### src/rtl/sbp_pkg.sv
`timescale 1ns/1ps
package sbp_pkg;
  localparam int BYTE_W = 8;
  localparam int ADDR_W = 2;

  typedef struct packed {
    logic clrCnt;
    logic sampleBit;
    logic loadTx;
    logic shiftTx;
  } dpStrobe_t;
endpackage

### src/rtl/sbp_sync.sv
`timescale 1ns/1ps
module sbp_sync #(
  parameter int WIDTH = 3,
  parameter int STAGES = 2,
  parameter logic [WIDTH-1:0] RESET_VAL = '0
) (
  input  logic             clk,
  input  logic             rst,
  input  logic [WIDTH-1:0] asyncIn,
  output logic [WIDTH-1:0] syncOut,
  output logic [WIDTH-1:0] rise,
  output logic [WIDTH-1:0] fall
);
  logic [WIDTH-1:0] stage [STAGES];
  logic [WIDTH-1:0] prevLvl;

  always_ff @(posedge clk) begin
    if (rst) begin
      for (int i = 0; i < STAGES; i++) stage[i] <= RESET_VAL;
      prevLvl <= RESET_VAL;
    end else begin
      stage[0] <= asyncIn;
      for (int i = 1; i < STAGES; i++) stage[i] <= stage[i-1];
      prevLvl <= stage[STAGES-1];
    end
  end

  assign syncOut = stage[STAGES-1];

  for (genvar b = 0; b < WIDTH; b++) begin : g_edge
    assign rise[b] = stage[STAGES-1][b] & ~prevLvl[b];
    assign fall[b] = ~stage[STAGES-1][b] & prevLvl[b];
  end
endmodule

### src/rtl/sbp_dpath.sv
`timescale 1ns/1ps
module sbp_dpath
  import sbp_pkg::*;
#(
  parameter int WIDTH = BYTE_W
) (
  input  logic             clk,
  input  logic             rst,
  input  dpStrobe_t        stb,
  input  logic             sdBit,
  input  logic [WIDTH-1:0] txData,
  output logic [WIDTH-1:0] rxShift,
  output logic [1:0]       addrLow,
  output logic             lastBit,
  output logic             cntZero,
  output logic             txBit
);
  localparam int CNT_W = $clog2(WIDTH);
  localparam logic [CNT_W-1:0] CNT_LAST = CNT_W'(WIDTH - 1);

  logic [CNT_W-1:0] bitCnt;
  logic [WIDTH-1:0] txShift;

  always_ff @(posedge clk) begin
    if (rst) begin
      bitCnt  <= '0;
      rxShift <= '0;
      txShift <= '0;
    end else begin
      if (stb.clrCnt) begin
        bitCnt <= '0;
      end else if (stb.sampleBit) begin
        bitCnt  <= lastBit ? '0 : bitCnt + 1'b1;
        rxShift <= {rxShift[WIDTH-2:0], sdBit};
      end
      if (stb.loadTx)       txShift <= txData;
      else if (stb.shiftTx) txShift <= {txShift[WIDTH-2:0], 1'b0};
    end
  end

  assign lastBit = (bitCnt == CNT_LAST);
  assign cntZero = (bitCnt == '0);
  assign txBit   = txShift[WIDTH-1];
  assign addrLow = {rxShift[0], sdBit};

  a_r2_count_cleared: assert property (@(posedge clk) disable iff (rst)
    stb.clrCnt |=> cntZero);
  a_r3_msb_first_shift: assert property (@(posedge clk) disable iff (rst)
    (stb.sampleBit && !stb.clrCnt) |=> rxShift[0] == $past(sdBit));
endmodule

### src/rtl/sbp_ctrl.sv
`timescale 1ns/1ps
module sbp_ctrl
  import sbp_pkg::*;
(
  input  logic              clk,
  input  logic              rst,
  input  logic              csHigh,
  input  logic              sckRise,
  input  logic              sckFall,
  input  logic              addrModeEn,
  input  logic [ADDR_W-1:0] devAddr,
  input  logic              rdMode,
  input  logic              coreDone,
  input  logic              cntZero,
  input  logic              lastBit,
  input  logic [1:0]        addrLow,
  output dpStrobe_t         stb,
  output logic              rxValid,
  output logic              busy,
  output logic              sdOe
);
  logic addrPhase;
  logic blocked;
  logic active;
  logic byteEnd;

  assign active  = ~csHigh & ~busy & ~blocked;
  assign byteEnd = stb.sampleBit & lastBit;

  always_comb begin
    stb.clrCnt    = csHigh;
    stb.sampleBit = sckRise & active;
    stb.loadTx    = sckFall & active & cntZero;
    stb.shiftTx   = sckFall & active & ~cntZero;
  end

  always_ff @(posedge clk) begin
    if (rst) begin
      addrPhase <= 1'b0;
      blocked   <= 1'b0;
      busy      <= 1'b0;
      rxValid   <= 1'b0;
    end else begin
      rxValid <= 1'b0;
      if (busy && coreDone) busy <= 1'b0;
      if (csHigh) begin
        addrPhase <= addrModeEn;
        blocked   <= 1'b0;
      end else if (byteEnd) begin
        if (addrPhase) begin
          addrPhase <= 1'b0;
          blocked   <= (addrLow != devAddr);
        end else begin
          busy    <= 1'b1;
          rxValid <= 1'b1;
        end
      end
    end
  end

  assign sdOe = ~csHigh & ~blocked & ~addrPhase & rdMode;

  a_r4_busy_held: assert property (@(posedge clk) disable iff (rst)
    (busy && !coreDone) |=> busy);
  a_r1_single_pulse: assert property (@(posedge clk) disable iff (rst)
    rxValid |=> !rxValid);
  a_r7_blocked_silent: assert property (@(posedge clk) disable iff (rst)
    blocked |=> !rxValid);
  a_r6_addr_no_busy: assert property (@(posedge clk) disable iff (rst)
    (addrPhase && !busy) |=> !busy);
endmodule

### src/rtl/sbyte_host_port.sv
`timescale 1ns/1ps
module sbyte_host_port
  import sbp_pkg::*;
(
  input  logic              clk,
  input  logic              rst,
  input  logic              csN,
  input  logic              sckN,
  input  logic              sdIn,
  output logic              sdOut,
  output logic              sdOe,
  output logic              busyN,
  input  logic              addrModeEn,
  input  logic [ADDR_W-1:0] devAddr,
  input  logic              rdMode,
  input  logic [BYTE_W-1:0] txData,
  output logic [BYTE_W-1:0] rxByte,
  output logic              rxValid,
  input  logic              coreDone
);
  logic [2:0] pinSync, pinRise, pinFall;
  dpStrobe_t  stb;
  logic       lastBit, cntZero, busy;
  logic [1:0] addrLow;

  sbp_sync #(.WIDTH(3), .STAGES(2), .RESET_VAL(3'b110)) u_sync (
    .clk(clk), .rst(rst), .asyncIn({csN, sckN, sdIn}),
    .syncOut(pinSync), .rise(pinRise), .fall(pinFall)
  );

  sbp_ctrl u_ctrl (
    .clk(clk), .rst(rst), .csHigh(pinSync[2]),
    .sckRise(pinRise[1]), .sckFall(pinFall[1]),
    .addrModeEn(addrModeEn), .devAddr(devAddr), .rdMode(rdMode),
    .coreDone(coreDone), .cntZero(cntZero), .lastBit(lastBit),
    .addrLow(addrLow), .stb(stb), .rxValid(rxValid), .busy(busy),
    .sdOe(sdOe)
  );

  sbp_dpath #(.WIDTH(BYTE_W)) u_dpath (
    .clk(clk), .rst(rst), .stb(stb), .sdBit(pinSync[0]),
    .txData(txData), .rxShift(rxByte), .addrLow(addrLow),
    .lastBit(lastBit), .cntZero(cntZero), .txBit(sdOut)
  );

  assign busyN = ~busy;

  a_r9_idle_after_reset: assert property (@(posedge clk)
    $fell(rst) |-> (busyN && !rxValid));
endmodule

### config.mk
export PLATFORM = sky130hd
export DESIGN_NAME = sbyte_host_port
export DESIGN_NICKNAME = d
export VERILOG_FILES = /design/src/rtl/sbp_pkg.sv /design/src/rtl/sbp_sync.sv /design/src/rtl/sbp_dpath.sv /design/src/rtl/sbp_ctrl.sv /design/src/rtl/sbyte_host_port.sv
export SDC_FILE = /design/constraint.sdc
export NUM_CORES = 1
export LEC_CHECK = 0
export ABC_CLOCK_PERIOD_IN_PS = 3500
export BUFFER_PORTS_ARGS = -buffer_cell sky130_fd_sc_hd__buf_4
export CORE_MARGIN = 5
export CORE_UTILIZATION = 57
export CTS_CLUSTER_DIAMETER = 80
export DETAILED_ROUTE_END_ITERATION = 16
export PLACE_DENSITY_LB_ADDON = 0.12
export SLEW_MARGIN = 5
export SYNTH_ARGS = -nofsm -noshare
export SYNTH_HDL_FRONTEND = slang
export SYNTH_HIERARCHICAL = 1
export SYNTH_SLANG_ARGS = --single-unit
### constraint.sdc
create_clock -name clk -period 3.5 [get_ports clk]
set_clock_uncertainty 0.05 [all_clocks]
set_input_delay 0 -clock clk [delete_from_list [all_inputs] [get_ports clk]]
set_output_delay 0 -clock clk [all_outputs]
set_load 0.05 [all_outputs]
# Word level (Yosys, flattened, before mapping)
# Memory sizes are Yosys's and may differ from the RTL's.
# Index checks and enable logic that the tools add are counted.
[totals]
register_bits = 25
memories = 1
output_inout_bits = 12
wordCells = 57
ram_bits = 6
[classes]
add_sub_neg = 1
n_mux = 15
reduce_logical = 8
bitwise_logic = 22
eq_ne = 2
[mem_list]
columns = ["memory", "depth", "width", "read_ports", "rd_ports_with_merged_regs", "wr", "line", "text"]
rows = [
  ["u_sync.stage", 2, 3, 2, 0, 2, "sbp_sync.sv:14", "logic [WIDTH-1:0] stage [STAGES];"],
]
[op_table]
columns = ["op", "n"]
rows = [
  ["2-to-1 mux 8 bit", 2],
  ["AND 1 bit", 12],
  ["2-to-1 mux 1 bit", 10],
  ["2-to-1 mux 3 bit", 3],
  ["NOT 1 bit", 8],
  ["AND reduction 2 bit", 2],
  ["nonzero test 2 bit", 2],
  ["adder 3 x 1 -> 3 bit, second input constant", 1],
  ["== test 3 bit, second input constant", 1],
  ["zero test 3 bit", 1],
  ["OR reduction 3 bit", 1],
  ["inequality test 2 bit", 1],
  ["OR 1 bit", 2],
  ["OR reduction 2 bit", 1],
  ["logical AND 1 bit", 1],
]

# Longest topological paths before layout
[depth]
ltp_word = 7
ltp_mapped = 8
ltp_nobuf = 7

# Hierarchy
# The synthesis kept the hierarchy.
[by_module_without_submodules]
columns = ["mod", "cells_each", "n_inst", "seq_area_each_um2", "area_each_um2"]
rows = [
  ["sbp_dpath", 92, 1, 380.4, 873.3],
  ["sbp_sync", 27, 1, 180.2, 296.5],
  ["sbp_ctrl", 25, 1, 80.1, 236.5],
  ["sbyte_host_port", 1, 1, 0.0, 3.8],
]

# Worst setup path before layout
# No wires, ideal clock.
[synth_path]
kind = "register to output"
start = "memory u_sync.stage[1][2] (netlist: u_sync/stage[0][5])"
end = "output sdOe"
required_time_ns = 3.450
slack_ns = 1.381
stages_incl_launch_ff = 3
arrival_ns = 2.069
cell_sequence = "dfxtp_1 > buf_4 > nor4b_1"
[synth_lines]
columns = ["item", "line", "text"]
rows = [
  ["from (decl)", "sbp_sync.sv:14", ""],
  ["to (decl)", "sbyte_host_port.sv:11", "output logic sdOe,"],
]

==> flow_summary.yaml <==
timing:
  grt_setup_unrepaired: "false"
  fmax_mhz: 388
  finalSetupViolCount: 0
  fin_crit_ns: 2.58
  hold_viol_final: 0
  holdWs_ns: 0.0175
  fin_crit_sh_pct: 73.7
  fin_tns_setup_ns: 0
  slew_viol_final: 0
  max_slew_margin_pct: 39.6
  worst_pin_slew_ns: 0.893
cts:
  clock_path_buffers: 2
  root_buffer: "clkbuf_4"
  cts_tree: "done"
  clk_latency_ns: 0.32
  cts_resized: 0
  numCtsBuffers: 5
  cts-htree-levels: 2
  clk_pin_slew_ns: 0.10
  post_cts_buffers: 0
  cts_num_sinks: 30
  cts_hold_buf: 25
power_and_ir_drop:
  power_uw: 663
  p_leak_nw: 0.801
  p_per_area_mw_per_mm2: 360
  vdd_ir_drop_max_uv: 432
worst_hold_path:
  hold_path_class: "in -> reg"
  holdPathStages: 4
route:
  drtIter0Drc: 40
  first_pass_iters: 4
  drcViolationCount: 0
  drtAntennaViolNets: 0
  vias: 1082
  totalWireLength_um: 2870
  viasPerCell: 5.01
  routedWlPerCell_um: 13.3
final_layout:
  final_nets: 208
  antennaDiodeCount: 0
  fillers: 149
  most-common-layout-cells: "30 x buf_4, 30 x dfxtp_1, 25 x dlygate4sd3_1"
  final-instance-count-excl-fill: 216
  fin_util_pct: 83.2
  drive_gt1_share_pct: 26.1
  area_growth_pct: 38.9
synthesis:
  yosysWarnings: 6
  syn_nets: 157
  synth.cell_area_sq_mm: 0.00133
  netlist_instances: 136
  synth_area_per_cell_sq_um: 9.74
die:
  start_util_pct: 59.9
  rows: 17
  die_w_um: 58.2
  io_pins: 30
  die_h_um: 58.2
  dieArea_sq_mm: 0.00339
  core_area_sq_mm: 0.00221
critical_path:
  setup.worst_path.end_class: "register"
  worstPathArrival_ns: 2.75
  crit_cells: 9
  worst-setup-path-type: "reg -> reg"
  r2r_cells: 9
  max_stage_delay_ns: 0.56
  required_ns: 3.67
  critical-path-top-delay-family: "buffers and inverters"
  crit_fanout: 8
  cp_cell_sequence: "inv_1 > ha_1 > nor2b_1 > nor4bb_2 > buf_4 > mux2_4 > mux2i_1 > nor2_1 > dlygate4sd3_1"
  path_buf_inv: 3
  critPathLaunchType: "register"
  slowest_stage: "dlygate4sd3_1"
flow_run:
  maxCapViolCount: 0
global_routing:
  grt_pass1_vias: 1133
  grt_pass1_wl_um: 4950
  grt_usage_pct: 19.6
  antenna_found_initial: 0
  grt_remaining_overflow: 0
  grt_max_degree: 31
place:
  post-dp-hpwl_um: 1640
  placedCellCount: 183
  gp_congestion: 0.722
  io_buffers: 29
outcome:
  outcome: "complete, no violations"
## sequential cells by signal, indices dropped and copies added, names as in the netlist
register	flops
u_dpath/rxShift	8
u_dpath/txShift	8
u_sync/stage	6
u_dpath/bitCnt	3
u_ctrl/addrPhase	1
u_ctrl/blocked	1
u_ctrl/busy	1
u_ctrl/rxValid	1
u_sync/prevLvl	1
## path summary, 6_finish.rpt
check | start | end | slack, ns
setup / recovery | u_dpath/bitCnt[0]$_SDFFE_PP0P_ | u_dpath/txShift[5]$_SDFFE_PP0P_ | 0.92
hold / removal | devAddr[1] | u_ctrl/blocked$_SDFFE_PP0P_ | 0.02
setup reg to reg | u_dpath/bitCnt[0]$_SDFFE_PP0P_ | u_dpath/txShift[5]$_SDFFE_PP0P_ | 0.92
hold reg to reg | u_sync/stage[0][2]$_SDFF_PP1_ | u_sync/stage[0][5]$_SDFF_PP1_ | 0.36
## worst min-delay path: stages
cell	delay, ns
buf_4	0.09
xor2_1	0.06
nor2_1	0.12
o31ai_1	0.07
## through the flow
step | setup slack (ns) | cell area, sq um
after floorplan | 1.41 | 1330
after global placement | 1.49 | 1510
after detailed placement | 1.42 | 1510
after CTS | 0.992 | 1840
after global routing | 0.806 | 1840
final | 0.921 | 1840
## area by class of cell
cell class / instances / area (sq um) / area share [%]
repair buffers: 55 / 475 / 25.8
clock buffers: 5 / 37.5 / 2.04
well taps: 28 / 35.0 / 1.90
inverters: 4 / 15.0 / 0.816
flip-flops and latches: 30 / 601 / 32.6
clock inverters: 3 / 40.0 / 2.18
multi-input cells: 91 / 637 / 34.6
## power breakdown
part / switching (mW) / internal [mW] / leakage [nW]
registers: 0.00342 / 0.346 / 0.243
logic: 0.0161 / 0.0309 / 0.513
clock network: 0.119 / 0.148 / 0.0450
total: 0.138 / 0.525 / 0.801
## metal layers
layer  wire length, um  track usage (%)  share of wire (%)  vias to the layer above
met5                 0                0                  0                        -
met4                52             7.95                1.8                        0
met3               115             7.57                4.0                        4
met2              1470             33.5                 51                       21
met1              1230             21.7                 43                      507
li1                  -                -                  -                      550
(Power assumes the default switching activity.)
